### src/rtl/dram_page_pkg.sv
package dram_page_pkg;
  typedef enum logic [3:0] {
    S_IDLE,
    S_PRE,
    S_ROW,
    S_COL,
    S_DONE,
    S_REF_PRE,
    S_REF_CAS,
    S_REF_RAS,
    S_REF_END
  } ctrl_state_e;
endpackage

### src/rtl/dram_wait_timer.sv
module dram_wait_timer #(
  parameter int CNT_W = 3
) (
  input  logic             clk_i,
  input  logic             rst_ni,
  input  logic             load_i,
  input  logic [CNT_W-1:0] load_val_i,
  output logic             expired_o
);
  logic [CNT_W-1:0] cnt_q;

  always_ff @(posedge clk_i or negedge rst_ni) begin
    if (!rst_ni)          cnt_q <= '0;
    else if (load_i)      cnt_q <= load_val_i;
    else if (cnt_q != '0) cnt_q <= cnt_q - 1'b1;
  end

  assign expired_o = (cnt_q == '0);

  p_count_down_r6: assert property (@(posedge clk_i) disable iff (!rst_ni)
    (!load_i && !expired_o) |=> (cnt_q == $past(cnt_q) - 1'b1));
endmodule

### src/rtl/dram_refresh_timer.sv
module dram_refresh_timer #(
  parameter int INTERVAL = 1560
) (
  input  logic clk_i,
  input  logic rst_ni,
  input  logic ack_i,
  output logic pend_o
);
  localparam int CW = $clog2(INTERVAL);

  logic [CW-1:0] cnt_q;
  logic          wrap;

  assign wrap = (cnt_q == CW'(INTERVAL - 1));

  always_ff @(posedge clk_i or negedge rst_ni) begin
    if (!rst_ni) begin
      cnt_q  <= '0;
      pend_o <= 1'b0;
    end else begin
      cnt_q <= wrap ? '0 : cnt_q + 1'b1;
      if (wrap)       pend_o <= 1'b1;
      else if (ack_i) pend_o <= 1'b0;
    end
  end

  p_pend_hold_r8: assert property (@(posedge clk_i) disable iff (!rst_ni)
    (pend_o && !ack_i) |=> pend_o);
endmodule

### src/rtl/dram_page_ctrl.sv
module dram_page_ctrl
  import dram_page_pkg::*;
#(
  parameter int ROW_W        = 8,
  parameter int COL_W        = 8,
  parameter int DATA_W       = 16,
  parameter int T_RCD        = 2,
  parameter int T_CAS        = 2,
  parameter int T_RP         = 2,
  parameter int T_REF_RAS    = 3,
  parameter int REF_INTERVAL = 1560
) (
  input  logic                                      clk_i,
  input  logic                                      rst_ni,
  input  logic                                      req_i,
  input  logic                                      we_i,
  input  logic [ROW_W+COL_W-1:0]                    addr_i,
  input  logic [DATA_W-1:0]                         wdata_i,
  output logic [DATA_W-1:0]                         rdata_o,
  output logic                                      ready_o,
  output logic                                      dram_ce_no,
  output logic                                      dram_rw_no,
  output logic                                      dram_ras_no,
  output logic                                      dram_cas_no,
  output logic [((ROW_W > COL_W) ? ROW_W : COL_W)-1:0] dram_addr_o,
  output logic [DATA_W-1:0]                         dram_dq_o,
  output logic                                      dram_dq_oe_o,
  input  logic [DATA_W-1:0]                         dram_dq_i
);
  localparam int ADDR_W = ROW_W + COL_W;
  localparam int MUX_W  = (ROW_W > COL_W) ? ROW_W : COL_W;
  localparam int T_MAX1 = (T_RCD > T_CAS) ? T_RCD : T_CAS;
  localparam int T_MAX2 = (T_RP > T_REF_RAS) ? T_RP : T_REF_RAS;
  localparam int T_MAX  = (T_MAX1 > T_MAX2) ? T_MAX1 : T_MAX2;
  localparam int WT_W   = $clog2(T_MAX + 1);
  localparam int RH_W   = $clog2(T_RP + 2);
  localparam int CL_W   = $clog2(T_CAS + 2);

  ctrl_state_e       state_q, state_d;
  logic              page_open_q;
  logic [ROW_W-1:0]  open_row_q, row_q;
  logic [COL_W-1:0]  col_q;
  logic              we_q;
  logic [DATA_W-1:0] wdata_q, rdata_q;
  logic              wt_load, wt_done, ref_pend, ref_ack, accept;
  logic [WT_W-1:0]   wt_val;
  logic [ROW_W-1:0]  req_row;

  assign req_row = addr_i[ADDR_W-1:COL_W];
  assign accept  = (state_q == S_IDLE) && !ref_pend && req_i;

  dram_wait_timer #(.CNT_W(WT_W)) u_wait (
    .clk_i, .rst_ni, .load_i(wt_load), .load_val_i(wt_val), .expired_o(wt_done)
  );

  dram_refresh_timer #(.INTERVAL(REF_INTERVAL)) u_ref (
    .clk_i, .rst_ni, .ack_i(ref_ack), .pend_o(ref_pend)
  );

  always_comb begin
    state_d = state_q;
    wt_load = 1'b0;
    wt_val  = '0;
    ref_ack = 1'b0;
    unique case (state_q)
      S_IDLE: begin
        if (ref_pend) begin
          if (page_open_q) begin
            state_d = S_REF_PRE; wt_load = 1'b1; wt_val = WT_W'(T_RP - 1);
          end else begin
            state_d = S_REF_CAS; ref_ack = 1'b1;
          end
        end else if (req_i) begin
          if (page_open_q && req_row == open_row_q) begin
            state_d = S_COL; wt_load = 1'b1; wt_val = WT_W'(T_CAS - 1);
          end else if (page_open_q) begin
            state_d = S_PRE; wt_load = 1'b1; wt_val = WT_W'(T_RP - 1);
          end else begin
            state_d = S_ROW; wt_load = 1'b1; wt_val = WT_W'(T_RCD - 1);
          end
        end
      end
      S_PRE: if (wt_done) begin
        state_d = S_ROW; wt_load = 1'b1; wt_val = WT_W'(T_RCD - 1);
      end
      S_ROW: if (wt_done) begin
        state_d = S_COL; wt_load = 1'b1; wt_val = WT_W'(T_CAS - 1);
      end
      S_COL:     if (wt_done) state_d = S_DONE;
      S_DONE:    state_d = S_IDLE;
      S_REF_PRE: if (wt_done) begin
        state_d = S_REF_CAS; ref_ack = 1'b1;
      end
      S_REF_CAS: begin
        state_d = S_REF_RAS; wt_load = 1'b1; wt_val = WT_W'(T_REF_RAS - 1);
      end
      S_REF_RAS: if (wt_done) begin
        state_d = S_REF_END; wt_load = 1'b1; wt_val = WT_W'(T_RP - 1);
      end
      S_REF_END: if (wt_done) state_d = S_IDLE;
      default:   state_d = S_IDLE;
    endcase
  end

  always_ff @(posedge clk_i or negedge rst_ni) begin
    if (!rst_ni) begin
      state_q     <= S_IDLE;
      page_open_q <= 1'b0;
      open_row_q  <= '0;
      row_q       <= '0;
      col_q       <= '0;
      we_q        <= 1'b0;
      wdata_q     <= '0;
      rdata_q     <= '0;
    end else begin
      state_q <= state_d;
      if (accept) begin
        row_q   <= req_row;
        col_q   <= addr_i[COL_W-1:0];
        we_q    <= we_i;
        wdata_q <= wdata_i;
      end
      if (state_q == S_ROW) begin
        page_open_q <= 1'b1;
        open_row_q  <= row_q;
      end else if (state_d == S_PRE || state_d == S_REF_PRE) begin
        page_open_q <= 1'b0;
      end
      // sample device data at the last CAS-active cycle
      if (state_q == S_COL && wt_done && !we_q) rdata_q <= dram_dq_i;
    end
  end

  always_comb begin
    dram_ras_no  = 1'b1;
    dram_cas_no  = 1'b1;
    dram_rw_no   = 1'b1;
    dram_dq_oe_o = 1'b0;
    dram_addr_o  = '0;
    unique case (state_q)
      S_IDLE: dram_ras_no = !page_open_q;
      S_ROW: begin
        dram_ras_no = 1'b0; dram_addr_o = MUX_W'(row_q);
      end
      S_COL: begin
        dram_ras_no  = 1'b0;
        dram_cas_no  = 1'b0;
        dram_addr_o  = MUX_W'(col_q);
        dram_rw_no   = !we_q;
        dram_dq_oe_o = we_q;
      end
      S_DONE: begin
        dram_ras_no = 1'b0; dram_addr_o = MUX_W'(col_q);
      end
      S_REF_CAS: dram_cas_no = 1'b0;
      S_REF_RAS: begin
        dram_ras_no = 1'b0; dram_cas_no = 1'b0;
      end
      default: ;
    endcase
  end

  assign dram_ce_no = dram_ras_no & dram_cas_no;
  assign dram_dq_o  = wdata_q;
  assign ready_o    = (state_q == S_DONE);
  assign rdata_o    = rdata_q;

  // strobe run-length trackers for the timing checks
  logic [RH_W-1:0] ras_hi_cnt;
  logic [CL_W-1:0] cas_lo_cnt;
  always_ff @(posedge clk_i or negedge rst_ni) begin
    if (!rst_ni) begin
      ras_hi_cnt <= RH_W'(T_RP);
      cas_lo_cnt <= '0;
    end else begin
      if (!dram_ras_no)                ras_hi_cnt <= '0;
      else if (ras_hi_cnt < RH_W'(T_RP)) ras_hi_cnt <= ras_hi_cnt + 1'b1;
      if (dram_cas_no)                 cas_lo_cnt <= '0;
      else if (cas_lo_cnt < CL_W'(T_CAS + 1)) cas_lo_cnt <= cas_lo_cnt + 1'b1;
    end
  end

  p_precharge_r5: assert property (@(posedge clk_i) disable iff (!rst_ni)
    $fell(dram_ras_no) |-> (ras_hi_cnt >= RH_W'(T_RP)));
  p_cas_width_r6: assert property (@(posedge clk_i) disable iff (!rst_ni)
    ($rose(dram_cas_no) && !dram_ras_no) |-> (cas_lo_cnt == CL_W'(T_CAS)));
  p_ready_pulse_r7: assert property (@(posedge clk_i) disable iff (!rst_ni)
    ready_o |=> !ready_o);
  p_cas_first_r8: assert property (@(posedge clk_i) disable iff (!rst_ni)
    ($fell(dram_ras_no) && !dram_cas_no) |-> $past(!dram_cas_no));
  p_lockout_r9: assert property (@(posedge clk_i) disable iff (!rst_ni)
    (!dram_cas_no && (dram_ras_no || $past(dram_ras_no) || !page_open_q)) |-> !ready_o);
  p_strobe_ce_r3: assert property (@(posedge clk_i) disable iff (!rst_ni)
    (!dram_ras_no || !dram_cas_no) |-> !dram_ce_no);
endmodule

### config.mk
export PLATFORM = sky130hd
export DESIGN_NAME = dram_page_ctrl
export DESIGN_NICKNAME = d
export VERILOG_FILES = /design/src/rtl/dram_page_pkg.sv /design/src/rtl/dram_wait_timer.sv /design/src/rtl/dram_refresh_timer.sv /design/src/rtl/dram_page_ctrl.sv
export SDC_FILE = /design/constraint.sdc
export NUM_CORES = 1
export LEC_CHECK = 0
export BUFFER_PORTS_ARGS = -buffer_cell sky130_fd_sc_hd__buf_2
export CAP_MARGIN = 20
export CORE_ASPECT_RATIO = 0.9
export CORE_MARGIN = 1.5
export CORE_UTILIZATION = 45
export DETAILED_ROUTE_END_ITERATION = 6
export GPL_ROUTABILITY_DRIVEN = 0
export PLACE_DENSITY = 0.77
export REMOVE_ABC_BUFFERS = 1
export SETUP_SLACK_MARGIN = 0.2
export SLEW_MARGIN = 15
export SYNTH_ARGS = -nofsm -noshare
export SYNTH_HDL_FRONTEND = slang
export SYNTH_HIERARCHICAL = 1
export SYNTH_SLANG_ARGS = --single-unit
### constraint.sdc
create_clock -name clk_i -period 4.3 [get_ports clk_i]
set_input_delay 0.86 -clock clk_i [delete_from_list [all_inputs] [get_ports clk_i]]
set_output_delay 0.86 -clock clk_i [all_outputs]
set_load 0.01 [all_outputs]
==> results.yml <==
clock_network:
  cts_setup_buffers: 0
  htree_levels: 3
  cts.sinks: 76
  cts_resized: 0
  cts_root_buf: "clkbuf_8"
  cts_hold_buf: 0
  cts_buffers: 9
  cts_tree: "yes"
  clkTransAtPathRegs_ns: 0.08
  clock_latency_ns: 0.34
  clock_path_buffers: 2
setup_path:
  end_kind: "output port"
  criticalPathCategory: "flop to output port"
  cpLargestDelayFamily: "flip-flops"
  r2r_slack_ns: 1.76
  cp-start-kind: "flop"
  timing.critical_path.buf_inv: 2
  slowest_delay_ns: 0.66
  r2r_cells: 4
  arrival_ns: 2.34
  cp_max_fo: 15
  cp_slowest_cell: "dfrtp_1"
  path_cells: "inv_1, or3_1, a21oi_4, a22o_1, buf_2"
  required_ns: 3.44
  rr_endpoint: "page_open_q$_DFFE_PN0P_"
  r2r-start: "state_q[1]$_DFF_PN0_"
sta:
  fin_tns_setup_ns: 0
  fmax_mhz: 312
  whs_ns: 0.476
  worst_pin_slew_ns: 0.930
  relSlewSlack_pct: 38.0
  finalClockSkew_ns: 0.0105
  setup_violations: 0
  rsz0062_at_grt: "no"
  maxSlewViolCount: 0
  hold_violations: 0
  fin_crit_sh_pct: 74.5
  final.min_clock_period_ns: 3.20
  setup_slack_ns: 1.10
global_route:
  grt_usage_pct: 17.2
  grt_max_degree: 77
  grt_pass1_wl_um: 10800
  grt_pass1_vias: 2371
  antenna_found_initial: 0
  grt-ovfl-total: 0
routing:
  antenna_left: 0
  drc_errors: 0
  wl_per_cell_um: 14.0
  firstDrtPassIters: 4
  drt_iter0_drc: 58
  drt_wl_total_um: 6560
  vias_per_cell: 5.22
  vias: 2441
min_path:
  worstHoldPathCells: 1
  hp-class: "flop to flop"
  hold_start: "u_ref/cnt_q[0]$_DFF_PN0_"
  holdPathEnd: "u_ref/cnt_q[0]$_DFF_PN0_"
place:
  numPortBuffers: 97
  dp_hpwl_um: 4580
  dpl_worst_slack_ns: 1.48
logic_synthesis:
  seq_area_frac_synth_pct: 55.0
  avgSynthCellArea_um2: 12.8
  synth-edff-count: 0
  ys_ff_latch: 76
  syn_inst: 270
  syn_area_mm2: 0.00346
  synth_warnings: 6
  async_reset_ff_share_pct: 100
  synth_cell_type_count: 50
  synth_ff_type: "dfrtp_1"
cells_and_area:
  nets: 421
  n_antenna_cell: 0
  nFillCells: 640
  areaGrowthSynthToFinish_pct: 22.2
  drive_gt1_share_pct: 48.7
floorplanning:
  die_w_um: 95.4
  dieArea_mm2: 0.00822
  rows: 30
  start_util_pct: 46.1
  die_h_um: 86.2
  core_mm2: 0.00751
  io_pins: 98
power:
  leakage_uw: 0.00201
  powerDensity_mw_per_mm2: 718
  vdd_drop_max_v: 0.000269
job:
  cap_violations: 0
outcome:
  status: "finished clean"
[cell families after synthesis]
family	synth area share [%]
compound gates	7.56
xor+xnor	4.30
fa+ha+maj	0.723
buf+inv	2.68
flops	55.0
mux	19.2
simple gates	10.6
[area by class of cell]
type                            count  area, µm²  share of cell area (%)
Inverter                            8       30.0                   0.710
Clock buffer                       10        128                    3.02
Sequential cell                    76       1900                    45.0
Multi-Input combinational cell    174       1470                    34.6
Timing Repair Buffer               98        495                    11.7
Clock inverter                      6       88.8                    2.10
Tap cell                           96        120                    2.84
[cells in the mapped netlist, types with 7 or more instances]
| library cell | instances | area share [%] |
|---|---|---|
| inv_1 | 8 | 0.87 |
| dfrtp_1 | 76 | 55 |
| nand3_1 | 7 | 1.0 |
| xnor2_1 | 10 | 2.5 |
| nor2_1 | 14 | 1.5 |
| a22o_1 | 8 | 2.0 |
| mux2_2 | 58 | 19 |
| xor2_1 | 7 | 1.8 |
| buf_2 | 8 | 1.2 |
| nand2_1 | 11 | 1.2 |
[worst max-delay path by stage]
stage / start / cells past startpoint / to / slack (ns)
detailed placement: state_q[2]$_DFF_PN0_ / 5 / dram_addr_o[5] / 1.48
finish: state_q[2]$_DFF_PN0_ / 5 / dram_addr_o[6] / 1.10
global placement: state_q[2]$_DFF_PN0_ / 5 / dram_addr_o[5] / 1.54
CTS: state_q[2]$_DFF_PN0_ / 5 / dram_addr_o[5] / 1.07
floorplan: state_q[1]$_DFF_PN0_ / 3 / dram_addr_o[0] / 1.71
global route: state_q[2]$_DFF_PN0_ / 5 / dram_addr_o[1] / 0.97
[per-stage QoR]
| stage | instances | area, µm² | utilization (%) | total power, µW |
|---|---|---|---|---|
| floorplan | 258 | 3400 | - | 2040 |
| global placement | 452 | 4010 | 53.4 | 2430 |
| finish | 468 | 4230 | 56.3 | 3040 |
| CTS | 468 | 4230 | 56.3 | 3070 |
| detailed placement | 452 | 4010 | 53.4 | 2480 |
| global route | 468 | 4230 | 56.3 | 3260 |
[power by group]
part	internal, µW	total [µW]	switching (µW)
Sequential	1020	1250	230
Combinational	642	1200	561
Clock	327	584	257
[sequential cells by signal, summed over array words and instances, names as in the netlist]
| register | cells |
|---|---|
| dram_dq_o | 16 |
| rdata_o | 16 |
| u_ref/cnt_q | 11 |
| col_q | 8 |
| open_row_q | 8 |
| row_q | 8 |
| state_q | 4 |
| u_wait/cnt_q | 2 |
| page_open_q | 1 |
| u_ref/pend_o | 1 |
| we_q | 1 |
[layer usage]
metal	track usage, %	up-vias	part of all wire [%]
met5	0	-	0
met4	6.95	0	2.0
met3	6.40	12	8.0
met2	27.2	94	47
met1	21.4	1176	43
li1	-	1159	-
[layout by cell type, fill, tap and decap left out, drive strengths merged, types with 3 or more instances in the layout]
cell type  count
clkbuf        10
xor2           7
nor2          15
nand2         11
nand3          7
xnor2         10
a21oi          6
mux2          58
nor3           6
o21ai          3
inv            8
buf           98
dfrtp         76
nand4          6
a22o           8
Power figures use the tool's default switching activity.
